## src/rtl/mbi_pkg.sv

```systemverilog
package mbi_pkg;
    localparam int BYTE_W = 8;

    typedef enum logic {
        LANE_EVEN = 1'b0,
        LANE_ODD  = 1'b1
    } lane_e;

    typedef struct packed {
        logic err;
    } top_state_t;
endpackage

```

## src/rtl/mbi_lane_decode.sv

```systemverilog
module mbi_lane_decode #(
    parameter int SEL_W = 3,
    localparam int NDEV = 1 << SEL_W
) (
    input  logic             en_i,
    input  logic [SEL_W-1:0] sel_i,
    output logic [NDEV-1:0]  cs_n_o
);
    for (genvar g = 0; g < NDEV; g++) begin : g_out
        assign cs_n_o[g] = !(en_i && (sel_i == SEL_W'(g)));
    end
endmodule

```

## src/rtl/mbi_lane_store.sv

```systemverilog
module mbi_lane_store #(
    parameter int NDEV     = 8,
    parameter int STORE_AW = 4,
    localparam int DEPTH   = 1 << STORE_AW
) (
    input  logic                clk,
    input  logic                rst_n,
    input  logic [NDEV-1:0]     cs_n_i,
    input  logic [STORE_AW-1:0] idx_i,
    input  logic                we_i,
    input  logic                re_i,
    input  logic [7:0]          wdata_i,
    output logic [7:0]          rdata_o
);
    typedef struct packed {
        logic [NDEV-1:0][DEPTH-1:0][7:0] mem;
    } lane_state_t;

    lane_state_t st_d, st_q;
    logic [7:0]  rd_acc;

    always_comb begin
        st_d   = st_q;
        rd_acc = '0;
        for (int d = 0; d < NDEV; d++) begin
            if (!cs_n_i[d]) begin
                if (re_i) rd_acc = rd_acc | st_q.mem[d][idx_i];
                if (we_i) st_d.mem[d][idx_i] = wdata_i;
            end
        end
    end

    assign rdata_o = rd_acc;

    always_ff @(posedge clk or negedge rst_n) begin
        if (!rst_n) st_q <= '0;
        else        st_q <= st_d;
    end

    // with no write or no device selected, nothing in the lane moves
    a_r6_lane_hold: assert property (@(posedge clk) disable iff (!rst_n)
        (!we_i || (&cs_n_i)) |=> $stable(st_q));

    // a lane that is not being read drives zero
    a_r7_lane_quiet: assert property (@(posedge clk) disable iff (!rst_n)
        (!re_i || (&cs_n_i)) |-> (rdata_o == 8'h00));
endmodule

```

## src/rtl/mbi_dual_bank.sv

```systemverilog
module mbi_dual_bank #(
    parameter int ADDR_W   = 24,
    parameter int DEV_AW   = 16,
    parameter int SEL_W    = 3,
    parameter int STORE_AW = 4,
    localparam int NDEV    = 1 << SEL_W,
    localparam int SEL_LSB = 1 + DEV_AW,
    localparam int WIN_LSB = SEL_LSB + SEL_W,
    localparam int WIN_W   = ADDR_W - WIN_LSB,
    localparam int DATA_W  = 2 * mbi_pkg::BYTE_W
) (
    input  logic              clk,
    input  logic              rst_n,
    input  logic [ADDR_W-1:0] addr,
    input  logic              hi_en_n,
    input  logic              lo_en_n,
    input  logic              mem_sel,
    input  logic              rd_n,
    input  logic              wr_n,
    input  logic [DATA_W-1:0] wdata,
    output logic [DATA_W-1:0] rdata,
    output logic [DEV_AW-1:0] dev_addr,
    output logic [NDEV-1:0]   cs_lo_n,
    output logic [NDEV-1:0]   cs_hi_n,
    output logic              dev_we_n,
    output logic              dev_oe_n,
    output logic              err_o
);
    import mbi_pkg::*;

    logic              in_win;
    logic              clash;
    logic              wr_ok;
    logic [1:0]        lane_en;
    logic [SEL_W-1:0]  dev_sel;
    top_state_t        st_d, st_q;

    assign in_win   = mem_sel && (addr[ADDR_W-1:WIN_LSB] == WIN_W'(0));
    assign dev_sel  = addr[WIN_LSB-1:SEL_LSB];
    assign dev_addr = addr[DEV_AW:1];
    assign clash    = !rd_n && !wr_n;
    assign wr_ok    = !wr_n && rd_n;
    assign dev_oe_n = rd_n;
    assign dev_we_n = !wr_ok;

    assign lane_en[LANE_EVEN] = in_win && !lo_en_n;
    assign lane_en[LANE_ODD]  = in_win && !hi_en_n;

    logic [1:0][NDEV-1:0] cs_n;

    for (genvar l = 0; l < 2; l++) begin : g_lane
        mbi_lane_decode #(.SEL_W(SEL_W)) u_dec (
            .en_i   (lane_en[l]),
            .sel_i  (dev_sel),
            .cs_n_o (cs_n[l])
        );

        mbi_lane_store #(.NDEV(NDEV), .STORE_AW(STORE_AW)) u_store (
            .clk     (clk),
            .rst_n   (rst_n),
            .cs_n_i  (cs_n[l]),
            .idx_i   (dev_addr[STORE_AW-1:0]),
            .we_i    (wr_ok),
            .re_i    (!rd_n),
            .wdata_i (wdata[l*BYTE_W +: BYTE_W]),
            .rdata_o (rdata[l*BYTE_W +: BYTE_W])
        );
    end

    assign cs_lo_n = cs_n[LANE_EVEN];
    assign cs_hi_n = cs_n[LANE_ODD];

    always_comb begin
        st_d     = st_q;
        st_d.err = clash;
    end

    always_ff @(posedge clk or negedge rst_n) begin
        if (!rst_n) st_q <= '0;
        else        st_q <= st_d;
    end

    assign err_o = st_q.err;

    // outside the window no device is selected
    a_r2_no_select_outside: assert property (@(posedge clk) disable iff (!rst_n)
        (!mem_sel || (addr[ADDR_W-1:WIN_LSB] != WIN_W'(0))) |-> ((&cs_lo_n) && (&cs_hi_n)));

    // at most one device per bank, and a disabled lane selects nothing
    a_r3_one_per_bank: assert property (@(posedge clk) disable iff (!rst_n)
        $onehot0(~cs_lo_n) && $onehot0(~cs_hi_n));
    a_r3_lane_gate: assert property (@(posedge clk) disable iff (!rst_n)
        (lo_en_n |-> (&cs_lo_n)) and (hi_en_n |-> (&cs_hi_n)));

    // device write enable held off during a command clash
    a_r8_clash_blocks_write: assert property (@(posedge clk) disable iff (!rst_n)
        (!rd_n && !wr_n) |-> dev_we_n);

    // a clash raises the error flag on the next cycle
    a_r9_err_after_clash: assert property (@(posedge clk) disable iff (!rst_n)
        (!rd_n && !wr_n) |=> err_o);
    a_r9_err_only_after_clash: assert property (@(posedge clk) disable iff (!rst_n)
        (rd_n || wr_n) |=> !err_o);
endmodule

```

## config.mk

```make
export PLATFORM = sky130hd
export DESIGN_NAME = mbi_dual_bank
export DESIGN_NICKNAME = d
export VERILOG_FILES = /design/src/rtl/mbi_pkg.sv /design/src/rtl/mbi_lane_decode.sv /design/src/rtl/mbi_lane_store.sv /design/src/rtl/mbi_dual_bank.sv
export SDC_FILE = /design/constraint.sdc
export NUM_CORES = 2
export LEC_CHECK = 0
export ABC_AREA = 1
export BUFFER_PORTS_ARGS = -buffer_cell sky130_fd_sc_hd__buf_2
export CAP_MARGIN = 0
export CORE_AREA = 10 10 642 644
export CTS_BUF_LIST = sky130_fd_sc_hd__clkbuf_4
export DETAILED_ROUTE_END_ITERATION = 7
export DIE_AREA = 0 0 652 654
export PLACE_DENSITY = 0.39
export SYNTH_ARGS = -nofsm -noshare
export SYNTH_HDL_FRONTEND = slang
export SYNTH_HIERARCHICAL = 1
export SYNTH_SLANG_ARGS = --single-unit
```

## constraint.sdc

```tcl
create_clock -name clk -period 4.52 [get_ports clk]
set_clock_uncertainty 0.15 [all_clocks]
set_input_delay 1.356 -clock clk [delete_from_list [all_inputs] [get_ports clk]]
set_output_delay 1.356 -clock clk [all_outputs]
set_load 0.05 [all_outputs]
```

======== Yosys cells after proc, flatten, opt, wreduce, memory -nomap -nowiden ========
Cells that the tools add are included.
storage, ports and cells
  output and inout port bits .............. 51
  bits of input ports ..................... 47
  register bits after elaboration ......... 2049
cells by class
  equal/unequal tests ..................... 7
  multiplexer cells ....................... 82
  $lt $le $gt $ge ......................... 2
  reductions and logical operators ........ 61
  bitwise gates (word level) .............. 14
operators by type and width
  kind                                                                           count
  128-bit bitwise mux                                                            16
  8-bit binary-select mux with 4-bit select                                      16
  8-bit 2-to-1 mux                                                               49
  8-bit bitwise OR                                                               14
  8-bit demux with 4-bit select                                                  1
  2-bit AND reduction                                                            16
  1-bit logical AND                                                              22
  1-bit zero test                                                                21
  3-bit equality test (second input constant)                                    4
  3-bit by 2-bit equality test with 1-bit output (second input constant)         2
  4-bit by 5-bit less-than comparator with 1-bit output (second input constant)  1
  4-bit by 1-bit >= comparator with 1-bit output (second input constant)         1
  4-bit zero test                                                                1
  3-bit by 1-bit equality test with 1-bit output (second input constant)         1
  3-bit zero test                                                                1

======== Logic depth before layout (Yosys ltp) ========
  depth after elaboration ................. 26
  mapped depth ............................ 15
  gate-level depth less buffers ........... 15

======== By module ========
The synthesis kept the hierarchy.
by module, submodules not included
  module                              times used  cells each  area each (µm²)  sequential area each (µm²)
  mbi_lane_store (g_lane[1].u_store)  1           5807        45663.8          25624.6
  mbi_lane_store (g_lane[0].u_store)  1           5699        45463.6          25624.6
  mbi_dual_bank                       1           27          190.2            25.0
  mbi_lane_decode                     2           19          73.8             0.0

======== Worst setup path after synthesis ========
Ideal clock, no wire load.
  kind .................................... input -> output
  start ................................... input port addr[21]
  end ..................................... output port rdata[15]
  cell stages on the path ................. 15
  path slack .............................. -425 ps
  arrival time ............................ 3439 ps
  cell sequence ........................... nor2_1 > nand3_1 > nor2_1 > inv_1 > nor2_2 > nand2_1 > inv_1 > nand2_1 > nand2_1 > nand2_1 > nand2_1 > inv_1 > nand3_1 > nor2_1 > nor2_1
on the way
  longest elaborated chain between the ends .. 26
  elaborated cells between the ends (all ways) .. 33
  those cells by class .................... mux: 15; bitwise: 7; reduce/logical: 11
RTL lines
  item                   RTL line               source
  start, declared        mbi_dual_bank.sv:14    input logic [ADDR_W-1:0] addr,
  4-bit zero test (*)    mbi_dual_bank.sv:38    assign in_win = mem_sel && (addr[ADDR_W-1:WIN_LSB] == WIN_W'(0));
  1-bit logical AND (*)  mbi_dual_bank.sv:38
  1-bit logical AND (*)  mbi_dual_bank.sv:47    assign lane_en[LANE_ODD] = in_win && !hi_en_n;
  named net lane_en[1]   mbi_dual_bank.sv:34    logic [1:0] lane_en;
  1-bit logical AND      mbi_lane_decode.sv:10  assign cs_n_o[g] = !(en_i && (sel_i == SEL_W'(g)));
  8-bit 2-to-1 mux       mbi_lane_store.sv:26   if (!cs_n_i[d]) begin
  8-bit bitwise OR       mbi_lane_store.sv:27   if (re_i) rd_acc = rd_acc | st_q.mem[d][idx_i];
  8-bit 2-to-1 mux       mbi_lane_store.sv:27
  [11 not listed]        -
  8-bit 2-to-1 mux       mbi_lane_store.sv:27
  8-bit 2-to-1 mux       mbi_lane_store.sv:26
  8-bit bitwise OR       mbi_lane_store.sv:27
  8-bit 2-to-1 mux       mbi_lane_store.sv:27
  8-bit 2-to-1 mux       mbi_lane_store.sv:26
  8-bit bitwise OR       mbi_lane_store.sv:27
  8-bit 2-to-1 mux       mbi_lane_store.sv:27
  8-bit 2-to-1 mux (*)   mbi_lane_store.sv:26
  end, declared          mbi_dual_bank.sv:21    output logic [DATA_W-1:0] rdata,
The timed path passes the listed nets; every way through them passes the cells marked *.

======== Worst setup path after layout ========
  start ................................... input port addr[2]
  end ..................................... output port rdata[15]
on the way
  longest elaborated chain between the ends .. 25
  elaborated cells between the ends (all ways) .. 39
  those cells by class .................... mux: 32; bitwise: 7
RTL lines
  item                                       RTL line
  8-bit binary-select mux with 4-bit select  mbi_lane_store.sv:27
  8-bit 2-to-1 mux (not written as such)     mbi_lane_store.sv:27
  8-bit 2-to-1 mux                           mbi_lane_store.sv:27
  8-bit 2-to-1 mux                           mbi_lane_store.sv:26
  8-bit bitwise OR                           mbi_lane_store.sv:27
  8-bit 2-to-1 mux                           mbi_lane_store.sv:27
  8-bit 2-to-1 mux                           mbi_lane_store.sv:26
  8-bit bitwise OR                           mbi_lane_store.sv:27
  [9 not listed]                             -
  8-bit 2-to-1 mux                           mbi_lane_store.sv:27
  8-bit 2-to-1 mux                           mbi_lane_store.sv:26
  8-bit bitwise OR                           mbi_lane_store.sv:27
  8-bit 2-to-1 mux                           mbi_lane_store.sv:27
  8-bit 2-to-1 mux                           mbi_lane_store.sv:26
  8-bit bitwise OR                           mbi_lane_store.sv:27
  8-bit 2-to-1 mux                           mbi_lane_store.sv:27
  8-bit 2-to-1 mux (*)                       mbi_lane_store.sv:26
Mark *: on every way between the ends. The rest lies on a longest branch, timed or not. The select of a mux whose other input is x is not followed.

==> reports/qor.json <==
{
  "synth.net_count": {"value": 11600},
  "post_synth_inst_count": {"value": 11600},
  "timing.hold.worst_path_depth": {"value": 3},
  "synth.area.mux_share": {"value": 0},
  "ir_drop": {"value": 0.229, "unit": "mV"},
  "power.sequential.fraction": {"value": 0.469},
  "synth_sequential_area_ratio": {"value": 0.561},
  "io_buffer_count": {"value": 72},
  "cp_max_fo": {"value": 6},
  "leakagePower": {"value": 0.0539, "unit": "µW"},
  "timing.max_slew.rel_slack": {"value": 0.309},
  "tightest_slew": {"value": 1.04, "unit": "ns"},
  "report.final.hold_viol_count": {"value": 0},
  "cts_max_path_buffers": {"value": 4},
  "final_core_utilization": {"value": 0.292},
  "clock_insertion_delay_worst_skew": {"value": 1.43, "unit": "ns"},
  "syn_avg_cell_area": {"value": 7.90, "unit": "µm²"},
  "area_overhead_vs_synth": {"value": 27.5, "unit": "%"},
  "power.share.clock": {"value": 0.462},
  "layout.cells.most_common": {"value": "sky130_fd_sc_hd__nand2_1"},
  "full_die_area": {"value": 426000, "unit": "µm²"},
  "cts-root-buf": {"value": "sky130_fd_sc_hd__clkbuf_4"},
  "floorplan.initialDensity": {"value": 0.229},
  "totalNegativeSetupSlack": {"value": -8.49, "unit": "ns"},
  "num_vias": {"value": 81900},
  "max_cap_violations": {"value": 0},
  "overall_overflow_remaining_after_global_route": {"value": 0},
  "clock.fmax": {"value": 196, "unit": "MHz"},
  "finalWorstSetupSlack": {"value": -0.574, "unit": "ns"},
  "clock_tree.htree_level_count": {"value": 6},
  "cts_tree": {"value": "built"},
  "grt_pass1_wl": {"value": 551000, "unit": "µm"},
  "post_synthesis_instance_area": {"value": 91500, "unit": "µm²"},
  "route.final.wire_length": {"value": 372000, "unit": "µm"},
  "switchingPower": {"value": 10600, "unit": "µW"},
  "worst_hold_check_slack": {"value": 0.216, "unit": "ns"},
  "setup.reg_to_reg.worst_slack": {"value": 3.64, "unit": "ns"},
  "failed_checks": {"value": "setup timing"},
  "detailedPlace.worstSlack": {"value": -1.18, "unit": "ns"},
  "hold_start": {"value": "wdata[1]"},
  "gp_congestion": {"value": 0.795},
  "clkSinkCount": {"value": 2049},
  "number_of_global_route_vias_before_repair": {"value": 81700},
  "detail_route.drc_violations": {"value": 0},
  "antenna_violating_nets_post_route": {"value": 0},
  "tritoncts.num_buffers": {"value": 627},
  "drt-vias-per-instance": {"value": 4.52},
  "wire_length_per_cell": {"value": 20.5, "unit": "µm"},
  "dieWidth": {"value": 652, "unit": "µm"},
  "crit_path_cell_trace": {"value": "clkbuf_16, buf_12, inv_8, nor2_4, buf_12, buf_12, buf_16, buf_4, nand2_1, nand3_1, nand2_1, nand3_2, nand2_1, inv_1, nor2_1, nand2_2, nor2_4, nor2_4, buf_12"},
  "critical_path.max_stage_delay": {"value": 0.19, "unit": "ns"},
  "cts.reportedPaths.clkPinSlew": {"value": 0.06, "unit": "ns"},
  "io_pins": {"value": 98},
  "power_density": {"value": 336, "unit": "nW/µm²"},
  "synth_top_family_by_area": {"value": "simple AND/OR/NAND/NOR gates"},
  "dp_hpwl": {"value": 236000, "unit": "µm"},
  "grt_max_degree": {"value": 141},
  "worst-setup-path-type": {"value": "primary input to output pin"},
  "timing.critical_path.to_type": {"value": "output pin"},
  "globalRouteTotalUtil": {"value": 0.168},
  "synthXorXnorAreaFrac": {"value": 0},
  "first_iter_violations": {"value": 6503},
  "reg2regPathDepth": {"value": 2},
  "internal_power": {"value": 28600, "unit": "µW"},
  "synth-simple-area-share": {"value": 0.272},
  "synth_warnings": {"value": 6},
  "yosysUniqueCellTypes": {"value": 21},
  "num-nets-final": {"value": 12500},
  "min_period_over_period": {"value": 1.13},
  "crit_top_cell": {"value": "sky130_fd_sc_hd__buf_12"},
  "finalWorstPathRequiredPeriod": {"value": 5.09, "unit": "ns"},
  "drt_first_pass_iters": {"value": 5},
  "comb_power_share": {"value": 0.068},
  "required": {"value": 3.01, "unit": "ns"},
  "r2r_end": {"value": "g_lane[1].u_store/st_q[741]$_DFFE_PN0P_"},
  "cp_slowest_cell": {"value": "sky130_fd_sc_hd__nor2_4"},
  "synth_seq_cells": {"value": 2049},
  "antenna_found_initial": {"value": 20},
  "final_cell_mix": {"value": "5420 x sky130_fd_sc_hd__nand2_1, 2049 x sky130_fd_sc_hd__dfrtp_1, 1744 x sky130_fd_sc_hd__o21ai_0, 864 x sky130_fd_sc_hd__clkbuf_4, 700 x sky130_fd_sc_hd__buf_4"},
  "layout.filler_cells": {"value": 43500},
  "worstHoldPathType": {"value": "primary input to flop"},
  "status": {"value": "finished with violations"},
  "grt_setup_unrepaired": {"value": "true"},
  "drive_gt1_frac": {"value": 0.194},
  "std_cell_rows": {"value": 232},
  "swShare": {"value": 0.271},
  "final_number_of_max_transition_violations": {"value": 0},
  "synth_fa_ha_area_frac": {"value": 0},
  "chipHeight": {"value": 654, "unit": "µm"},
  "timing.hold.worst_endpoint": {"value": "g_lane[0].u_store/st_q[385]$_DFFE_PN0P_"},
  "final-setup-viol-count": {"value": 16},
  "synth-compound-area-share": {"value": 0.126},
  "cp-start-kind": {"value": "primary input"},
  "arrival": {"value": 3.59, "unit": "ns"},
  "core": {"value": 399000, "unit": "µm²"},
  "timing.rr.start": {"value": "g_lane[1].u_store/st_q[741]$_DFFE_PN0P_"}
}
[layer usage]
layer / global-route usage / vias to the layer above / part of all wire
li1: - / 39600 / -
met1: 0.240 / 39900 / 0.48
met2: 0.263 / 1855 / 0.44
met3: 0.0235 / 586 / 0.043
met4: 0.0460 / 2 / 0.027
met5: 0 / - / 0.000035
[Yosys cell counts]
library cell,count,area share
sky130_fd_sc_hd__nand2_1,5596,0.23
sky130_fd_sc_hd__dfrtp_1,2049,0.56
sky130_fd_sc_hd__o21ai_0,1774,0.097
sky130_fd_sc_hd__clkbuf_1,587,0.024
sky130_fd_sc_hd__o21ai_1,454,0.025
sky130_fd_sc_hd__nand3_1,345,0.019
sky130_fd_sc_hd__nand4_1,231,0.016
sky130_fd_sc_hd__buf_2,161,0.0088
sky130_fd_sc_hd__nor2_1,84,0.0034
sky130_fd_sc_hd__a21oi_1,79,0.0043
sky130_fd_sc_hd__buf_1,60,0.0025
sky130_fd_sc_hd__inv_1,51,0.0021
sky130_fd_sc_hd__buf_4,30,0.0025
sky130_fd_sc_hd__nor2_2,23,0.0016
sky130_fd_sc_hd__inv_2,22,0.00090
sky130_fd_sc_hd__nor2_4,17,0.0021
sky130_fd_sc_hd__buf_6,2,0.00025
sky130_fd_sc_hd__nand2_2,2,0.00014
sky130_fd_sc_hd__nand2_4,2,0.00025
sky130_fd_sc_hd__inv_4,1,0.000068
sky130_fd_sc_hd__nor2_8,1,0.00022
[critical path, delay by kind of cell]
| family | cells | cell delay (ns) |
|---|---|---|
| AND/OR/NAND/NOR | 10 | 0.97 |
| buffers and inverters | 9 | 1.21 |
[how the worst max path moves through the flow]
stage | depth (start not counted) | start | to
detailed placement | 13 | addr[2] | rdata[2]
finish | 19 | addr[2] | rdata[15]
CTS | 18 | addr[2] | rdata[6]
global route | 19 | addr[2] | rdata[15]
floorplan | 15 | addr[21] | rdata[15]
global placement | 13 | addr[2] | rdata[2]
[registers in the layout, summed over array words and instances, names as in the netlist]
name and count:
err_o 1, g_lane.u_store/st_q 2048
[power by group through the flow]
stage,registers (µW),clock network (µW),logic (µW)
finish,18400,18100,2680
CTS,18400,18900,2570
floorplan,18700,0,719
global placement,18700,0,2390
global route,18400,19900,2850
detailed placement,18700,0,2380
[through the flow]
stage	cell area (µm²)	instances	total power [µW]
after floorplan	91600	11600	19400
after global placement	105000	17000	21100
after detailed placement	105000	17000	21100
after CTS	114000	18000	39900
after global routing	117000	18100	41100
final	117000	18100	39200
[layout make-up]
type                            instances  area [µm²]  area share
Tap cell                             5265        6590      0.0565
Inverter                               74         474     0.00407
Multi-Input combinational cell       8608       38200       0.328
Timing Repair Buffer                 1113       12500       0.107
Sequential cell                      2049       51300       0.440
Clock buffer                          864        6490      0.0556
Antenna cell                           16        40.0    0.000343
Timing Repair inverter                  2        20.0    0.000172
Clock inverter                        123         960     0.00823
[kinds of logic (layout without fill, tap and decap cells)]
| logic type | Yosys count | in the layout |
|---|---|---|
| simple gates | 6301 | 6301 |
| compound gates | 2307 | 2307 |
| flops | 2049 | 2049 |
| buf+inv | 914 | 2176 |
| other cells | 0 | 16 |
[what timing repair did]
item,in CTS,in global routing
endpoints found under the setup margin,21,16
gates cloned,12,24
resized for setup,342,321
endpoints found under the hold margin,646,0
hold buffers,8,0
buffers inserted,62,54
pin swaps,63,162
Note: power is estimated with default switching activity, not from simulation.
